`src/rtl/clkdiv_pkg.sv`:
```
// Package: shared mode type for the four-mode clock divider.
// Assumes the select pair is packed as {sel_hi, sel_lo}.
package clkdiv_pkg;
    typedef enum logic [1:0] {
        MODE_STOP   = 2'b00,
        MODE_SLOW   = 2'b01,
        MODE_MEDIUM = 2'b10,
        MODE_FAST   = 2'b11
    } mode_t;
endpackage

```
`src/rtl/cdiv_counter.sv`:
```
// Module: free-running binary counter that feeds the divided rates.
// Assumes a synchronous active-low reset; wraps modulo 2**CNT_W.
module cdiv_counter #(
    parameter int CNT_W = 2
) (
    input  logic             clk,
    input  logic             rst_n,
    output logic [CNT_W-1:0] cnt
);
    localparam logic [CNT_W-1:0] ONE = CNT_W'(1);

    // Advance on every edge, regardless of the selected mode.
    always_ff @(posedge clk) begin
        if (!rst_n) cnt <= '0;
        else        cnt <= cnt + ONE;
    end

    AST_CNT_STEP: assert property (@(posedge clk) disable iff (!rst_n)
        $past(rst_n) |-> (cnt == $past(cnt) + ONE));
endmodule

```
`src/rtl/cdiv_tap_stage.sv`:
```
// Module: one register stage per counter bit, producing glitch-free taps.
// Assumes the input bits change only at clk rising edges.
module cdiv_tap_stage #(
    parameter int CNT_W = 2
) (
    input  logic             clk,
    input  logic             rst_n,
    input  logic [CNT_W-1:0] cnt_in,
    output logic [CNT_W-1:0] tap
);
    localparam int MSB = CNT_W - 1;

    genvar gi;
    generate
        for (gi = 0; gi < CNT_W; gi++) begin : g_tap
            // Retime counter bit gi into its tap register.
            always_ff @(posedge clk) begin
                if (!rst_n) tap[gi] <= 1'b0;
                else        tap[gi] <= cnt_in[gi];
            end
        end
    endgenerate

    AST_HALF_TOGGLE: assert property (@(posedge clk) disable iff (!rst_n)
        ($past(rst_n) && $past(rst_n, 2)) |-> (tap[0] != $past(tap[0])));

    AST_TOP_TAP_STEP: assert property (@(posedge clk) disable iff (!rst_n)
        ($past(rst_n) && (tap[MSB] != $past(tap[MSB]))) |-> $past(&tap[MSB-1:0]));
endmodule

```
`src/rtl/cdiv_out_mux.sv`:
```
// Module: combinational mode selector for the output clock.
// Assumes the taps come from registers; fast mode passes the reference clock.
module cdiv_out_mux #(
    parameter int CNT_W = 2
) (
    input  logic                 clk_ref,
    input  logic                 rst_n,
    input  clkdiv_pkg::mode_t    mode,
    input  logic [CNT_W-1:0]     tap,
    output logic                 clk_out
);
    import clkdiv_pkg::*;
    localparam int SLOW_BIT = CNT_W - 1;

    logic pick;

    // Choose the source for the current mode.
    always_comb begin
        unique case (mode)
            MODE_STOP:   pick = 1'b0;
            MODE_SLOW:   pick = tap[SLOW_BIT];
            MODE_MEDIUM: pick = tap[0];
            MODE_FAST:   pick = clk_ref;
            default:     pick = 1'b0;
        endcase
    end

    // Hold the output low while reset is asserted.
    always_comb begin
        clk_out = rst_n & pick;
    end
endmodule

```
`src/rtl/cdiv_mode_clk.sv`:
```
// Module: top of the four-mode clock divider.
// Assumes sel_hi/sel_lo may change at any time; the output follows at once.
module cdiv_mode_clk #(
    parameter int CNT_W = 2
) (
    input  logic clk_ref,
    input  logic rst_n,
    input  logic sel_hi,
    input  logic sel_lo,
    output logic clk_out
);
    import clkdiv_pkg::*;

    logic [CNT_W-1:0] cnt;
    logic [CNT_W-1:0] tap;
    mode_t            mode;

    // Pack the select inputs into the mode type.
    always_comb begin
        mode = mode_t'({sel_hi, sel_lo});
    end

    cdiv_counter #(.CNT_W(CNT_W)) u_cnt (
        .clk    (clk_ref),
        .rst_n  (rst_n),
        .cnt    (cnt)
    );

    cdiv_tap_stage #(.CNT_W(CNT_W)) u_tap (
        .clk    (clk_ref),
        .rst_n  (rst_n),
        .cnt_in (cnt),
        .tap    (tap)
    );

    cdiv_out_mux #(.CNT_W(CNT_W)) u_mux (
        .clk_ref (clk_ref),
        .rst_n   (rst_n),
        .mode    (mode),
        .tap     (tap),
        .clk_out (clk_out)
    );

    AST_STOP_LOW: assert property (@(posedge clk_ref) disable iff (!rst_n)
        (mode == MODE_STOP) |-> !clk_out);
endmodule

```
`config.mk`:
```
export PLATFORM = sky130hd
export DESIGN_NAME = cdiv_mode_clk
export DESIGN_NICKNAME = d
export VERILOG_FILES = /design/src/rtl/clkdiv_pkg.sv /design/src/rtl/cdiv_counter.sv /design/src/rtl/cdiv_tap_stage.sv /design/src/rtl/cdiv_out_mux.sv /design/src/rtl/cdiv_mode_clk.sv
export SDC_FILE = /design/constraint.sdc
export NUM_CORES = 1
export LEC_CHECK = 0
export ABC_AREA = 1
export CAP_MARGIN = 20
export CORE_AREA = 2 2 39 41
export CTS_BUF_LIST = sky130_fd_sc_hd__clkbuf_2 sky130_fd_sc_hd__clkbuf_4 sky130_fd_sc_hd__clkbuf_8
export DETAILED_ROUTE_END_ITERATION = 12
export DIE_AREA = 0 0 41 43
export PLACE_DENSITY_LB_ADDON = 0.1
export SETUP_SLACK_MARGIN = 0.05
export SLEW_MARGIN = 5
export SYNTH_ARGS = -nofsm -noshare
export SYNTH_HDL_FRONTEND = slang
export SYNTH_SLANG_ARGS = --single-unit
```
`constraint.sdc`:
```
create_clock -name clk_ref -period 0.81 [get_ports clk_ref]
set_input_delay 0.162 -clock clk_ref [delete_from_list [all_inputs] [get_ports clk_ref]]
set_output_delay 0.162 -clock clk_ref [all_outputs]
set_load 0.005 [all_outputs]
```
# Word-level counts from Yosys, hierarchy flattened
# Index checks and enable logic that the tools add are counted.
# Widths: inputs -> output; s select.
[classes]
eq_ne = 3
n_reduce_logical = 1
muxes = 1
bitwise_logic = 1
add_sub_neg = 1
[op_table]
columns = ["op", "n"]
rows = [
  ["$eq 2x2->1 const B", 2],
  ["$pmux 1 s4", 1],
  ["$add 2x1->2 const B", 1],
  ["$eq 2x1->1 const B", 1],
  ["$logic_not 2->1", 1],
  ["$and 1x1->1", 1],
]
[totals]
wordCells = 10
output_inout_bits = 1
reg_bits = 4
input_bits = 4

# Longest topological paths before layout
# Gate-level depths: netlist of run 1.
[logic_depth]
word_depth = 3
depth_mapped = 5
depth_no_buf = 5

# Modules after synthesis
# Synthesis of run 1 repeated with hierarchy kept, for this count alone.
[unflattened]
cells_unflattened = 24
hier_area_um2 = 161.4
[by_module_without_submodules]
columns = ["module", "seq_area_each_um2", "area_per_inst_um2", "cells_each", "n_inst"]
rows = [
  ["cdiv_counter", 40.0, 62.6, 8, 1],
  ["cdiv_tap_stage", 40.0, 55.1, 6, 1],
  ["cdiv_out_mux", 0.0, 43.8, 10, 1],
]

==> run_results.csv, run 1 <==
group,metric,value,unit
placed_design,dpl_cell_area,231,um^2
worst_hold_path,min_path_type,"input port to register",
synth,yosysUniqueCellTypes,8,
clock_tree,cts_setup_buffers,0,
die,die_area,0.00176,mm^2
power_and_ir_drop,switching_share,0.236,
synth,yosysTopAreaCellShare,0.520,
routing,drt-total-wl,344,um
final_layout,drive_gt1_frac,0.531,
grt,antenna_found_initial,0,
grt,grt_pass1_wl,627,um
final_layout,nets,38,
final_layout,seq_area,81.3,um^2
worst_setup_path,r2r_slack,0.22,ns
synth,syn_nets,25,
routing,drt_iter0_markers,6,
placed_design,place.gp.congestion,0.627,
synth,yosys.area_share.simple,0.244,
power_and_ir_drop,seq_power_share,0.313,
power_and_ir_drop,pwr-share-clk,0.619,
timing,slew_headroom,0.924,
synth,synthAdderAreaFrac,0,
final_layout,nFillCells,161,
grt,grt_pass1_vias,169,
clock_tree,cts.clk_slew.worst_paths,0.04,ns
placed_design,hpwl,208,um
timing,setup_viol_count_final,3,
worst_setup_path,cp_data_arrival_time,1.02,ns
final_layout,finish.utilization,0.198,
worst_setup_path,crit_slowest_cell,"dfxtp_1",
power_and_ir_drop,p_leak,0.156,nW
routing,num_vias,160,
timing,rsz0062_at_grt,"true",
worst_setup_path,reg2reg_to,"u_cnt.cnt[1]",
worst_setup_path,path_cells,"nand2_1 > a21oi_2 > nand2_1 > inv_1 > buf_2",
worst_setup_path,slowest_delay,0.30,ns
die,pin_count,5,
power_and_ir_drop,intPower,0.000537,W
final_layout,antenna_cells,0,
worst_setup_path,cpMostUsedCell,"nand2_1",
die,start_util,0.111,
routing,wire_per_inst,7.17,um
power_and_ir_drop,p_switching,0.000166,W
job,drv_cap,0,
worst_setup_path,required,0.65,ns
power_and_ir_drop,combPwrFrac,0.068,
timing,max_slew.worst_pin.slew,0.114,ns
die,die_w,41,um
routing,drc,0,
worst_setup_path,reg2regPathDepth,3,
worst_hold_path,hold_end,"u_tap.tap[1]",
die,die_y,43,um
worst_hold_path,worstHoldPathCells,4,
worst_setup_path,regToRegStartpoint,"u_cnt.cnt[0]",
timing,period_needed,1.18,ns
synth,netlist_instances,21,
clock_tree,clock_latency,0.35,ns
timing,fin_skew,0.00812,ns
synth,synth_edf_count,0,
worst_setup_path,cp_num_buf_inv,2,
routing,ant_nets,0,
final_layout,multi_input_area,60.1,um^2
timing,hold_violations,0,
outcome,violations,"setup timing",
routing,first_pass_iters,4,
worst_setup_path,path_max_fanout,1,
clock_tree,tritoncts,"done",
synth,synthMuxAreaShare,0,
synth,yosys_warnings,0,
synth,synth_xor_area_frac,0,
power_and_ir_drop,max-vdd-ir-drop,0.000784,V
timing,period_share,1.46,
synth,async_reset_ff_frac,0,
timing,slew_viol_final,0,
worst_setup_path,cp-start-kind,"register",
timing,layout_setup_ws,-0.374,ns
synth,seq_area_frac_synth,0.520,
outcome,status,"finished, violations left",
timing,max_clock_freq,845,MHz
die,coreArea,0.00138,mm^2
final_layout,design_area,274,um^2
synth,synth.area.top_cells,"dfxtp_1, nand2_1, inv_1, o21ai_2, nor2_2",
worst_hold_path,hp-start,"rst_n",
placed_design,io_buffers,4,
grt,grt_max_degree,4,
synth,syn_area_per_cell,7.33,um^2
synth,synth-main-ff-cell,"dfxtp_1",
synth,synth.most_common_cell,"nand2_1",
grt,grt_usage,0.0764,
worst_setup_path,worstSetupPathType,"register to output pin",
synth,netlist_area,154,um^2
worst_setup_path,end_kind,"output pin",
power_and_ir_drop,p_per_area,2570,mW/mm^2
final_layout,syn_to_final_growth,78.0,%
worst_setup_path,crit_family,"flip-flops",
synth,synth_top_cell_by_area,"dfxtp_1",
synth,synth_top_family_by_area,"simple AND/OR/NAND/NOR gates",
die,std_cell_rows,14,
synth,ys_ff_latch,4,
synth,synthTopCellsByCount,"nand2_1, inv_1, dfxtp_1",
routing,drt-vias-per-instance,3.33,
grt,overflow,0,
synth,synth_compound_area_frac,0.0894,
layer usage:
metal	GRT usage	share of wire	vias up	wire length [um]
li1	-	-	82	-
met1	0.0484	0.42	72	146
met2	0.0531	0.46	6	158
met3	0.162	0.11	0	39
met4	0.0867	0	0	0
met5	0	0	-	0
per-stage QoR:
step	std cells	setup WS, ns	hold WS, ns	total power [W]	TNS (ns)
4_1_cts	48	-0.412	0.427	0.000725	-0.412
2_1_floorplan	21	0.0529	0.255	0.000270	0
3_3_place_gp	43	-0.810	0.415	0.000311	-1.57
6_report	48	-0.374	0.152	0.000703	-0.374
3_5_place_dp	43	-0.807	0.422	0.000310	-1.57
5_1_grt	48	-0.463	0.157	0.000777	-0.463
registers in the layout (all words and copies together) (netlist names):
| signal | count |
|---|---|
| u_tap.tap | 2 |
| u_cnt.cnt | 2 |
what timing repair did:
item / 4_1_cts / 5_1_grt
pin swaps: 4 / 1
resized for setup: 14 / 4
hold buffers: 0 / 0
endpoints found under the setup margin: 5 / 5
cell type report:
| type | instances | area share |
|---|---|---|
| Clock buffer | 6 | 0.155 |
| Multi-Input combinational cell | 11 | 0.219 |
| Clock inverter | 1 | 0.0137 |
| Inverter | 5 | 0.0685 |
| Sequential cell | 4 | 0.297 |
| Timing Repair Buffer | 5 | 0.174 |
| Tap cell | 16 | 0.0731 |
power by group through the flow:
stage               sequential (W)  combinational (W)  clock (W)
detailed placement        0.000222          0.0000460  0.0000418
global placement          0.000223          0.0000464  0.0000418
floorplan                 0.000221          0.0000177  0.0000314
finish                    0.000220          0.0000476   0.000435
CTS                       0.000219          0.0000466   0.000459
global route              0.000222          0.0000541   0.000501
cell usage in the layout (no fill, tap or decap), types with 2 or more instances in the layout:
master / instances
buf_2: 2
buf_4: 2
nand2_2: 2
clkbuf_4: 5
nand2_1: 5
dfxtp_1: 3
inv_1: 5
cells by family after synthesis:
group / count (synthesis)
AND/OR/NAND/NOR: 9
buffers and inverters: 6
AO/OA/AOI/OAI: 2
flip-flops: 4
worst max path at each step:
stage                       from      end  depth (start not counted)
floorplan                clk_ref  clk_out                          4
global placement          sel_lo  clk_out                          6
detailed placement        sel_lo  clk_out                          6
CTS                 u_tap.tap[1]  clk_out                          5
global route        u_tap.tap[1]  clk_out                          5
finish              u_tap.tap[1]  clk_out                          5
tightest hold or removal path, stage by stage:
cell	delay (ns)
dlymetal6s2s_1	0.12
buf_4	0.12
nand2_1	0.04
inv_1	0.04
No activity file was read; power rests on OpenSTA's default activity.
==> run 2, diff against run 1 <==
--- a/config.mk
+++ b/config.mk
@@ -7,12 +7,13 @@
 export LEC_CHECK = 0
 export ABC_AREA = 1
 export CAP_MARGIN = 20
-export CORE_AREA = 2 2 39 41
+export CORE_AREA = 4 4 41 43
 export CTS_BUF_LIST = sky130_fd_sc_hd__clkbuf_2 sky130_fd_sc_hd__clkbuf_4 sky130_fd_sc_hd__clkbuf_8
 export DETAILED_ROUTE_END_ITERATION = 12
-export DIE_AREA = 0 0 41 43
+export DIE_AREA = 0 0 45 47
 export PLACE_DENSITY_LB_ADDON = 0.1
-export SETUP_SLACK_MARGIN = 0.05
+export SETUP_SLACK_MARGIN = 0.5
+export SKIP_LAST_GASP = 1
 export SLEW_MARGIN = 5
 export SYNTH_ARGS = -nofsm -noshare
 export SYNTH_HDL_FRONTEND = slang
==> run 2 against run 1 <==
The run still ends with setup timing left. Clock-buffer cell count rose by 1. Die area rose by 20%. Clock skew down 0.0027 ns. Total power is 18% higher. Cell count up 2.1%. Setup slack improved by 0.0060 ns. Design area increased by 17%. Combinational power up 31%. Register-to-register slack about the same. Critical endpoint unchanged. Largest power group unchanged.
==> run_results.csv, run 2 (synthesis results as in run 1) <==
group,metric,value,unit
outcome,status,"finished, violations left",
outcome,violations,"setup timing",
grt,grtUsageMet1,0.0364,
grt,antenna_found_initial,0,
timing,slew_viol_final,0,
die,pin_count,5,
final_layout,stdcell_count,49,
die,std_cell_rows,13,
grt,grt_max_degree,4,
placed_design,dp.cells,43,
worst_hold_path,min_path_type,"input port to register",
power_and_ir_drop,max-vdd-ir-drop,0.000585,V
power_and_ir_drop,switching_share,0.257,
worst_setup_path,path_max_fanout,1,
final_layout,antenna_cells,0,
timing,fin_hold_ws,0.284,ns
worst_setup_path,path_cells,"nand2_2 > a21oi_2 > nand2_1 > inv_1 > buf_2",
final_layout,design_area,320,um^2
grt,grt_pass1_vias,200,
power_and_ir_drop,seq_power_share,0.274,
worst_setup_path,worstSetupPathType,"register to output pin",
worst_setup_path,cp-start-kind,"register",
routing,first_pass_iters,3,
timing,period_needed,1.18,ns
timing,max_clock_freq,849,MHz
worst_setup_path,required,0.65,ns
timing,setup_viol_count_final,3,
grt,grt_pass1_wl,641,um
routing,ant_nets,0,
power_and_ir_drop,p_switching,0.000212,W
placed_design,place_ws,-0.847,ns
die,die_area,0.00212,mm^2
job,drv_cap,0,
die,start_util,0.118,
routing,drt_iter0_markers,3,
worst_setup_path,slowest_delay,0.31,ns
timing,layout_setup_ws,-0.368,ns
clock_tree,tritoncts,"done",
routing,drt-total-wl,410,um
power_and_ir_drop,intPower,0.000614,W
final_layout,layout_commonest_cell,"clkbuf_4",
grt,overflow,0,
clock_tree,cts.clk_slew.worst_paths,0.04,ns
placed_design,io_buffers,4,
grt,met3_usage,0.0575,
final_layout,nets,40,
worst_setup_path,cp_data_arrival_time,1.02,ns
grt,grt_busiest_layer,"met4",
die,die_w,45,um
timing,slew_headroom,0.934,
power_and_ir_drop,p_leak,0.172,nW
timing,period_share,1.45,
routing,drt-vias-per-instance,3.33,
placed_design,hpwl,292,um
worst_setup_path,crit_slowest_cell,"dfxtp_2",
timing,rsz0062_at_grt,"true",
placed_design,place.gp.congestion,0.591,
final_layout,drive_gt1_frac,0.765,
final_layout,syn_to_final_growth,108,%
final_layout,reg_top3,"u_cnt.cnt x2, u_tap.tap x2",
die,die_y,47,um
clock_tree,clock_latency,0.34,ns
power_and_ir_drop,pwr-share-clk,0.650,
power_and_ir_drop,p_per_area,2580,mW/mm^2
power_and_ir_drop,combPwrFrac,0.076,
clock_tree,cts_setup_buffers,0,
die,coreArea,0.00130,mm^2
final_layout,final_cell_mix,"clkbuf_4, inv_1, nand2_2, dfxtp_2",
routing,num_vias,163,
grt,grt_use_met2,0.0508,
routing,drc,0,
timing,fin_skew,0.00541,ns
timing,max_slew.worst_pin.slew,0.0991,ns
placed_design,dpl_cell_area,253,um^2
worst_setup_path,end_kind,"output pin",
timing,hold_violations,0,
grt,grt_usage,0.0545,
routing,wire_per_inst,8.37,um
[run 2: cell count changes in the layout (fill, tap and decap cells not counted), sizes merged]
| cell | change |
|---|---|
| dlymetal6s2s | -1 |
| clkbuf | +1 |
| dlygate4sd2 | +1 |
| buf | +1 |
[run 2: through the flow]
stage / utilization / power [W] / setup TNS (ns)
finish: 0.246 / 0.000826 / -0.368
floorplan: - / 0.000290 / 0
global placement: 0.194 / 0.000336 / -1.65
CTS: 0.232 / 0.000849 / -0.421
global route: 0.246 / 0.000871 / -0.424
detailed placement: 0.194 / 0.000336 / -1.71
[run 2: final timing paths]
kind	cells past startpoint	end	slack (ns)	start
max	5	clk_out	-0.37	u_tap.tap[1]
max reg2reg	3	u_cnt.cnt[1]	0.21	u_cnt.cnt[0]
min	4	u_tap.tap[1]	0.28	rst_n
min reg2reg	1	u_cnt.cnt[0]	0.42	u_cnt.cnt[0]
[run 2: cell type report]
| class | count | area [um^2] |
|---|---|---|
| clock buffer | 7 | 50.0 |
| inverter | 5 | 18.8 |
| multi-input combinational | 11 | 82.6 |
| timing repair buffer | 6 | 61.3 |
| clock inverter | 1 | 3.75 |
| tap | 15 | 18.8 |
| sequential | 4 | 85.1 |
| fill | 158 | 981 |
[run 2: timing repair]
action / 4_1_cts / 5_1_grt
hold endpoints to repair: 0 / 0
hold buffers: 0 / 0
gates resized for setup: 18 / 7
setup endpoints to repair: 9 / 9
pin swaps: 2 / 3
[run 2: power by group through the flow]
stage	Sequential, W	Combinational [W]	Clock, W
2_1_floorplan	0.000224	0.0000183	0.0000477
3_3_place_gp	0.000225	0.0000523	0.0000580
3_5_place_dp	0.000226	0.0000526	0.0000580
4_1_cts	0.000223	0.0000560	0.000571
5_1_grt	0.000228	0.0000679	0.000575
6_report	0.000227	0.0000624	0.000537
[run 2: per-layer routing]
metal  part of all wire  up-vias  routed length, um
met1               0.39       76                161
met3              0.039        0                 16
met2               0.57        1                232
li1                   -       86                  -
met5                  0        -                  0
met4                  0        0                  0
[run 2: worst max-delay path, delay by kind of cell (launching register included)]
kind	cells	cell delay, ns
compound gates	1	0.12
buf+inv	2	0.14
simple gates	2	0.10
flops	1	0.31
==> run 3, diff against run 2 <==
--- a/config.mk
+++ b/config.mk
@@ -14,7 +14,7 @@
 export PLACE_DENSITY_LB_ADDON = 0.1
 export SETUP_SLACK_MARGIN = 0.5
 export SKIP_LAST_GASP = 1
-export SLEW_MARGIN = 5
+export SLEW_MARGIN = 20
 export SYNTH_ARGS = -nofsm -noshare
 export SYNTH_HDL_FRONTEND = slang
 export SYNTH_SLANG_ARGS = --single-unit
==> results of run 3 <==
Same layout as run 2: the final DEF is identical, and so are final timing and power.
